$ cat src/rtl/fo_pkg.sv
package fo_pkg;
  typedef enum logic [1:0] {
    FO_ACTIVE = 2'b00,
    FO_PDOWN  = 2'b01,
    FO_RELOCK = 2'b10
  } fo_mode_e;
endpackage

$ cat src/rtl/fo_sync.sv
module fo_sync #(
  parameter int W = 1
) (
  input  logic         clk,
  input  logic         rst_n,
  input  logic [W-1:0] d,
  output logic [W-1:0] q
);
  logic [W-1:0] meta;

  always_ff @(posedge clk or negedge rst_n) begin
    if (!rst_n) begin
      meta <= '0;
      q    <= '0;
    end else begin
      meta <= d;
      q    <= meta;
    end
  end
endmodule

$ cat src/rtl/fo_pwr_fsm.sv
module fo_pwr_fsm
  import fo_pkg::*;
#(
  parameter int LOW_DET_CYC = 4,
  parameter int RELOCK_CYC  = 750
) (
  input  logic     clk,
  input  logic     rst_n,
  input  logic     t_s,
  input  logic     c_s,
  input  logic     byp_s,
  output fo_mode_e state
);
  localparam int LCW = $clog2(LOW_DET_CYC + 1);
  localparam int RCW = $clog2(RELOCK_CYC + 1);

  logic [LCW-1:0] low_cnt;
  logic [RCW-1:0] rl_cnt;
  logic both_low, pd_hit, wake, rl_done;

  assign both_low = !t_s && !c_s;
  assign pd_hit   = both_low && (low_cnt == LCW'(LOW_DET_CYC - 1));
  assign wake     = t_s ^ c_s;
  assign rl_done  = (rl_cnt == RCW'(RELOCK_CYC - 1));

  // consecutive both-low filter
  always_ff @(posedge clk or negedge rst_n) begin
    if (!rst_n)                              low_cnt <= '0;
    else if (!both_low || state == FO_PDOWN) low_cnt <= '0;
    else if (!pd_hit)                        low_cnt <= low_cnt + 1'b1;
  end

  // stabilization timer
  always_ff @(posedge clk or negedge rst_n) begin
    if (!rst_n)                  rl_cnt <= '0;
    else if (state != FO_RELOCK) rl_cnt <= '0;
    else                         rl_cnt <= rl_cnt + 1'b1;
  end

  always_ff @(posedge clk or negedge rst_n) begin
    if (!rst_n) state <= FO_PDOWN;
    else begin
      case (state)
        FO_ACTIVE: if (pd_hit) state <= FO_PDOWN;
        FO_PDOWN:  if (wake)   state <= byp_s ? FO_ACTIVE : FO_RELOCK;
        FO_RELOCK: begin
          if (pd_hit)       state <= FO_PDOWN;
          else if (rl_done) state <= FO_ACTIVE;
        end
        default:   state <= FO_PDOWN;
      endcase
    end
  end
endmodule

$ cat src/rtl/fo_lane.sv
module fo_lane (
  input  logic clk,
  input  logic rst_n,
  input  logic t_s,
  input  logic c_s,
  input  logic want,
  input  logic kill,
  output logic o_t,
  output logic o_c
);
  logic en_q;

  // enable moves only while the true reference is low
  always_ff @(posedge clk or negedge rst_n) begin
    if (!rst_n)    en_q <= 1'b0;
    else if (kill) en_q <= 1'b0;
    else if (!t_s) en_q <= want;
  end

  assign o_t = en_q && !kill && t_s;
  assign o_c = en_q && !kill && c_s;
endmodule

$ cat src/rtl/fanout_ctrl.sv
module fanout_ctrl
  import fo_pkg::*;
#(
  parameter int NUM_PAIRS   = 10,
  parameter int FREE_PAIR   = 7,
  parameter int LOW_DET_CYC = 4,
  parameter int RELOCK_CYC  = 750
) (
  input  logic                 clk,
  input  logic                 rst_n,
  input  logic                 ref_t,
  input  logic                 ref_c,
  input  logic                 oe_a,
  input  logic                 all_gated,
  input  logic                 pll_bypass,
  output logic [NUM_PAIRS-1:0] clk_t,
  output logic [NUM_PAIRS-1:0] clk_c,
  output logic                 fb_t,
  output logic                 fb_c,
  output logic                 pll_en,
  output logic [1:0]           mode
);
  localparam int LANES = NUM_PAIRS + 1;

  logic     t_s, c_s, oe_s, all_s, byp_s;
  logic     run, pd;
  fo_mode_e state;
  logic [LANES-1:0] lane_t, lane_c;

  fo_sync #(.W(5)) u_sync (
    .clk  (clk),
    .rst_n(rst_n),
    .d    ({ref_t, ref_c, oe_a, all_gated, pll_bypass}),
    .q    ({t_s, c_s, oe_s, all_s, byp_s})
  );

  fo_pwr_fsm #(.LOW_DET_CYC(LOW_DET_CYC), .RELOCK_CYC(RELOCK_CYC)) u_fsm (
    .clk  (clk),
    .rst_n(rst_n),
    .t_s  (t_s),
    .c_s  (c_s),
    .byp_s(byp_s),
    .state(state)
  );

  assign run = (state == FO_ACTIVE);
  assign pd  = (state == FO_PDOWN);

  for (genvar l = 0; l < LANES; l++) begin : g_lane
    logic want;
    if (l == NUM_PAIRS) begin : g_fb
      assign want = run;
    end else if (l == FREE_PAIR) begin : g_free
      assign want = run && (oe_s || !all_s);
    end else begin : g_norm
      assign want = run && oe_s;
    end
    fo_lane u_lane (
      .clk  (clk),
      .rst_n(rst_n),
      .t_s  (t_s),
      .c_s  (c_s),
      .want (want),
      .kill (pd),
      .o_t  (lane_t[l]),
      .o_c  (lane_c[l])
    );
  end

  assign clk_t  = lane_t[NUM_PAIRS-1:0];
  assign clk_c  = lane_c[NUM_PAIRS-1:0];
  assign fb_t   = lane_t[NUM_PAIRS];
  assign fb_c   = lane_c[NUM_PAIRS];
  assign pll_en = !pd && !byp_s;
  assign mode   = state;
endmodule

$ cat config.mk
export PLATFORM = sky130hd
export DESIGN_NAME = fanout_ctrl
export DESIGN_NICKNAME = d
export VERILOG_FILES = /design/src/rtl/fo_pkg.sv /design/src/rtl/fo_sync.sv /design/src/rtl/fo_pwr_fsm.sv /design/src/rtl/fo_lane.sv /design/src/rtl/fanout_ctrl.sv
export SDC_FILE = /design/constraint.sdc
export NUM_CORES = 1
export LEC_CHECK = 0
export ABC_CLOCK_PERIOD_IN_PS = 1350
export CAP_MARGIN = 30
export CORE_ASPECT_RATIO = 1.75
export CORE_MARGIN = 1.5
export CORE_UTILIZATION = 50
export CTS_BUF_LIST = sky130_fd_sc_hd__clkbuf_8
export CTS_CLUSTER_SIZE = 20
export DETAILED_ROUTE_END_ITERATION = 7
export DONT_BUFFER_PORTS = 1
export PLACE_DENSITY = 0.72
export SLEW_MARGIN = 25
export SYNTH_ARGS = -nofsm -noshare
export SYNTH_HDL_FRONTEND = slang
export SYNTH_SLANG_ARGS = --single-unit
$ cat constraint.sdc
create_clock -name clk -period 1.35 [get_ports clk]
set_input_delay 0 -clock clk [delete_from_list [all_inputs] [get_ports clk]]
set_output_delay 0 -clock clk [all_outputs]
set_load 0.05 [all_outputs]
==> impl_metrics.ini, run 1 <==
[detailed_routing]
drt-initial-drc-count = 10
drt_drc_violations_left = 0
final_antenna_net_count = 0
wl_per_cell_um = 15.7
dr.pass1.iters = 3
wl_mm = 2.87
via_per_inst = 5.27
via_count = 964

[synth]
synth_area_leaders = dfrtp_1 47%, buf_4 11%, ha_1 7.9%
synth_cell_type_count = 30
synth-seq-area-share = 0.493
ys_async_sr_fraction = 1.00
synth_top_area_frac = 0.474
postSynthCellCount = 133
ys.flop_type = dfrtp_1
syn_area_um2 = 1430
synth_fp_nets = 149
syn_avg_cell_area_um2 = 10.7
synth_warnings = 0
synth_area_leader_cell = dfrtp_1
synth_edf_count = 0
ys_ff_latch = 28

[layout]
final_cell_mix = 26 x dfrtp_1, 18 x buf_4, 9 x buf_6
areaGrowthSynthToFinish_pct = 39.4
final_nets = 173
drive_above_1_share = 0.462
antenna_cells = 0
multi_input_area_um2 = 668
fin_area_um2 = 1990
utilization = 0.739
final-seq-area_um2 = 707
fillers = 163
final_common_cell = dfrtp_1

[setup_path]
arrival_ps = 1630
cp.required_ps = 1350
startpoint_type = flop
ff2ff_setup_slack_ps = -260
worstReg2RegEnd = u_fsm.state[0]
reg2regPathDepth = 7
path_max_fanout = 4
setup.worst_path.end_class = primary output
worst-setup-path-type = flop to primary output
regToRegStartpoint = u_fsm.state[0]

[power_and_ir_drop]
p_per_area_nw_per_um2 = 1780
p_leak_uw = 0.000916
vdd_ir_drop_max_uv = 1070

[outcome]
status = finished with violations
violations = negative setup slack

[placement]
dp_hpwl_mm = 1.70
port-buffer-count = 0
globalplace.congestion = 0.797
dpl_cell_area_um2 = 1570

[clocking]
clk_latency_ps = 280
ctsRootBufferMaster = clkbuf_8
cts_htree_levels = 1
numCtsBuffers = 3
clockBufferDepth = 2
clock-sinks = 28
path_clk_slew_ps = 90
cts_tree = yes

[floorplanning]
placementRows = 25
start_util = 0.530
core_area_um2 = 2690
die_y_um = 73.6
die_area_um2 = 3190
die_w_um = 43.4
ios = 32

[sta]
setup_viol = 39
skew_ps = 4.25
maxSlewHeadroom = 0.816
min_period_over_period = 1.21
whs_ps = 141
worst_pin_slew_ps = 275
final-hold-violation-count = 0
period_minus_slack_ps = 1630
rsz0062_at_grt = true
finalMaxSlewViolations = 0
setup_ws_ps = -280
fmax_mhz = 614

[grt]
grt_max_degree = 29
grt_usage = 0.194
grt-ovfl-total = 0
grt_first_pass_wirelength_mm = 4.51
antenna_found_initial = 0
grt_pass1_vias = 1016

[min_path]
hp-class = input port to async pin

[flow_run]
drv_cap = 0
-- registers in the layout, summed over array words and instances (netlist names) --
register,flops
g_lane.u_lane.en_q,3
u_fsm.low_cnt,3
u_fsm.rl_cnt,10
u_fsm.state,2
u_sync.meta,5
u_sync.q,5
-- critical path, stage by stage (launching register included) --
cell and delay (ps):
dfstp_4 490, ha_4 180, buf_6 120, nor2_4 100, and2_4 220, buf_16 250
-- cells in the mapped netlist, types with 2 or more instances --
library cell   n
buf_4         20
and2_1        13
a21oi_1        4
or3_1          2
nand3_1        3
inv_1         10
nand2_1        5
xnor2_1        4
xor2_1         4
nor2_1         8
ha_1           9
dfrtp_1       27
mux2i_1        2
nor3_1         2
nor2b_1        3
nand2b_1       2
clkbuf_1       2
-- stage by stage --
| step | total power (uW) | setup TNS (ps) | cells | worst slack, ps |
|---|---|---|---|---|
| after global routing | 3700 | -8790 | 183 | -319 |
| final | 3530 | -7230 | 183 | -280 |
| after floorplan | 2110 | -4210 | 133 | -213 |
| after detailed placement | 2280 | -1750 | 160 | -177 |
| after CTS | 3370 | -5790 | 180 | -261 |
| after global placement | 2240 | -1020 | 160 | -114 |
-- kinds of logic (layout without fill, tap and decap cells) --
| family | Yosys count | after routing | share of synthesized area |
|---|---|---|---|
| XOR/XNOR | 8 | 8 | 0.0492 |
| adder cells (fa/ha/maj) | 9 | 9 | 0.0790 |
| AND/OR/NAND/NOR | 44 | 44 | 0.182 |
| flip-flops | 28 | 28 | 0.493 |
| multiplexers | 3 | 3 | 0.0219 |
| buffers and inverters | 32 | 55 | 0.137 |
| AO/OA/AOI/OAI | 9 | 9 | 0.0386 |
-- routing by layer --
layer | vias to the layer above | track usage | part of all wire
li1 | 452 | - | -
met1 | 491 | 0.204 | 0.36
met2 | 17 | 0.365 | 0.60
met3 | 4 | 0.0319 | 0.026
met4 | 0 | 0.0875 | 0.013
met5 | - | 0 | 0
-- how the worst max path moves through the flow --
| stage | start | to | slack (ps) |
|---|---|---|---|
| 4_1_cts | u_fsm.state[0] | clk_t[6] | -260 |
| 2_1_floorplan | u_fsm.state[1] | u_fsm.state[0] | -210 |
| 3_3_place_gp | u_fsm.state[0] | u_fsm.state[0] | -110 |
| 6_report | u_fsm.state[0] | clk_c[2] | -280 |
| 5_1_grt | u_fsm.state[0] | clk_c[8] | -320 |
| 3_5_place_dp | u_fsm.state[0] | u_fsm.state[0] | -180 |
-- layout make-up --
class / count / area share
clock buffers: 3 / 0.0208
multi-input cells: 73 / 0.336
inverters: 10 / 0.0202
well taps: 27 / 0.0170
flip-flops and latches: 28 / 0.356
repair buffers: 41 / 0.235
clock inverters: 1 / 0.0151
-- what timing repair did --
| action | CTS | global route |
|---|---|---|
| hold buffers | 7 | 0 |
| pin swaps | 10 | 5 |
| gates resized for setup | 31 | 14 |
| setup endpoints to repair | 36 | 42 |
| endpoints found under the hold margin | 33 | 0 |
| setup buffers | 9 | 3 |
| cloned | 0 | 1 |
-- report_power, final --
part	total (uW)	switching [uW]	internal, uW
clock	653	256	397
sequential	1040	80.2	955
combinational	1840	979	863
Note: power is estimated with default switching activity, not from simulation.
==> inputs of run 2 (changes only) <==
- SKIP_CTS_REPAIR_TIMING: not set -> 1
==> run 2 against run 1 <==
  * The flow still finishes with violations (negative setup slack)
  * Sequential cell count unchanged
  * Critical path type unchanged
  * Register-to-register slack improved by 100 ps
  * Worst setup slack lost 4.0 ps
  * Largest cell class unchanged
  * Critical path depth decreased by 1
  * Highest routed layer unchanged
  * Sequential share of layout area grew 0.97 points
  * Power fell by 5.0%
  * Cell count fell by 1.6%
  * Largest power group unchanged
==> impl_metrics.ini, run 2 (synthesized netlist as in run 1, its figures left out) <==
[grt]
antenna_found_initial = 0
grt_max_degree = 29
grt_first_pass_wirelength_mm = 3.85
grt-ovfl-total = 0
grt_pass1_vias = 902
grt_usage = 0.161

[floorplanning]
die_w_um = 43.4
ios = 32
die_y_um = 73.6
start_util = 0.530
placementRows = 25
core_area_um2 = 2690
die_area_um2 = 3190

[placement]
dpl_cell_area_um2 = 1570
globalplace.congestion = 0.797
dp_hpwl_mm = 1.70
port-buffer-count = 0

[detailed_routing]
drt-initial-drc-count = 7
via_per_inst = 5.31
wl_per_cell_um = 15.4
drt_drc_violations_left = 0
wl_mm = 2.77
final_antenna_net_count = 0
via_count = 956
dr.pass1.iters = 4

[setup_path]
reg2regPathDepth = 6
path_max_fanout = 9
startpoint_type = flop
ff2ff_setup_slack_ps = -160
worst-setup-path-type = flop to primary output
worstReg2RegEnd = u_fsm.state[0]
arrival_ps = 1630
regToRegStartpoint = u_fsm.state[0]
setup.worst_path.end_class = primary output
cp.required_ps = 1350

[outcome]
status = finished with violations
violations = negative setup slack

[power_and_ir_drop]
p_sw_uw = 1260
p_per_area_nw_per_um2 = 1730
clockPowerShare = 0.194
p_leak_uw = 0.000899
vdd_ir_drop_max_uv = 1080
p_seq_frac = 0.308
combPwrFrac = 0.499
p_int_uw = 2100
p_sw_frac = 0.375

[sta]
fmax_mhz = 612
maxSlewHeadroom = 0.813
worst_pin_slew_ps = 280
setup_viol = 33
skew_ps = 3.01
min_period_over_period = 1.21
tns_ps = -6150
period_minus_slack_ps = 1630
finalMaxSlewViolations = 0
final-hold-violation-count = 0
setup_ws_ps = -284
rsz0062_at_grt = true

[layout]
final_common_cell = dfrtp_1
fin_area_um2 = 1930
top_regs = u_fsm.rl_cnt x10, u_sync.meta x5, u_sync.q x5
drive_above_1_share = 0.438
final_nets = 170
areaGrowthSynthToFinish_pct = 35.7
utilization = 0.719
largest_register_ffs = 10
top_register = u_fsm.rl_cnt
final_cell_mix = 26 x dfrtp_1, 21 x buf_4, 7 x inv_1, 7 x and2_1
antenna_cells = 0

[clocking]
ctsRootBufferMaster = clkbuf_8
clockBufferDepth = 2
clock-sinks = 28
numCtsBuffers = 3
cts_htree_levels = 1
cts_tree = yes
path_clk_slew_ps = 90
clk_latency_ps = 270

[min_path]
hp-class = input port to async pin

[flow_run]
drv_cap = 0
-- run 2: changes by cell type in the layout (fill, tap and decap cells not counted), moves of 2 or more --
cell,previous run,this run
buf_4,18,21
buf_6,9,4
ha_1,3,5
ha_2,3,1
-- run 2: worst max path at each step --
stage	start	slack, ps	depth (start not counted)	to
global route	u_fsm.state[0]	-320	4	clk_t[4]
floorplan	u_fsm.state[1]	-210	7	u_fsm.state[0]
global placement	u_fsm.state[0]	-110	5	u_fsm.state[0]
finish	u_fsm.state[0]	-280	4	clk_t[0]
detailed placement	u_fsm.state[0]	-180	5	u_fsm.state[0]
CTS	u_fsm.state[0]	-420	4	clk_t[6]
-- run 2: metal layers --
metal	vias up	share of wire	routed length, um	global-route usage
met3	8	0.031	87	0.0246
met1	475	0.34	952	0.182
met2	25	0.60	1650	0.290
li1	448	-	-	-
met5	-	0	0	0
met4	0	0.029	81	0.0707
-- run 2: power by group through the flow --
stage,logic [uW],clock network [uW],registers [uW]
after global placement,1200,0,1040
after global routing,1770,696,1040
after floorplan,1000,0,1110
final,1670,649,1030
after detailed placement,1230,0,1050
after CTS,1230,656,1030
-- run 2: cell type report --
cell class / count / area [um^2]
clock buffer: 3 / 41.3
clock inverter: 1 / 30.0
fill: 170 / 756
inverter: 10 / 40.0
multi-input combinational: 73 / 664
sequential: 28 / 707
tap: 27 / 33.8
timing repair buffer: 38 / 418
-- run 2: metrics by stage --
stage	hold WS (ps)	total power (uW)	cells	setup slack, ps
floorplan	-296	2110	133	-213
global placement	-295	2240	160	-114
detailed placement	-295	2280	160	-177
CTS	-593	2920	164	-422
global route	162	3510	180	-320
finish	157	3350	180	-284
-- run 2: worst max-delay path, cell delays in order (launching register included) --
cell,delay (ps)
dfstp_4,490
ha_4,180
nor2_4,110
and2_4,170
buf_16,400
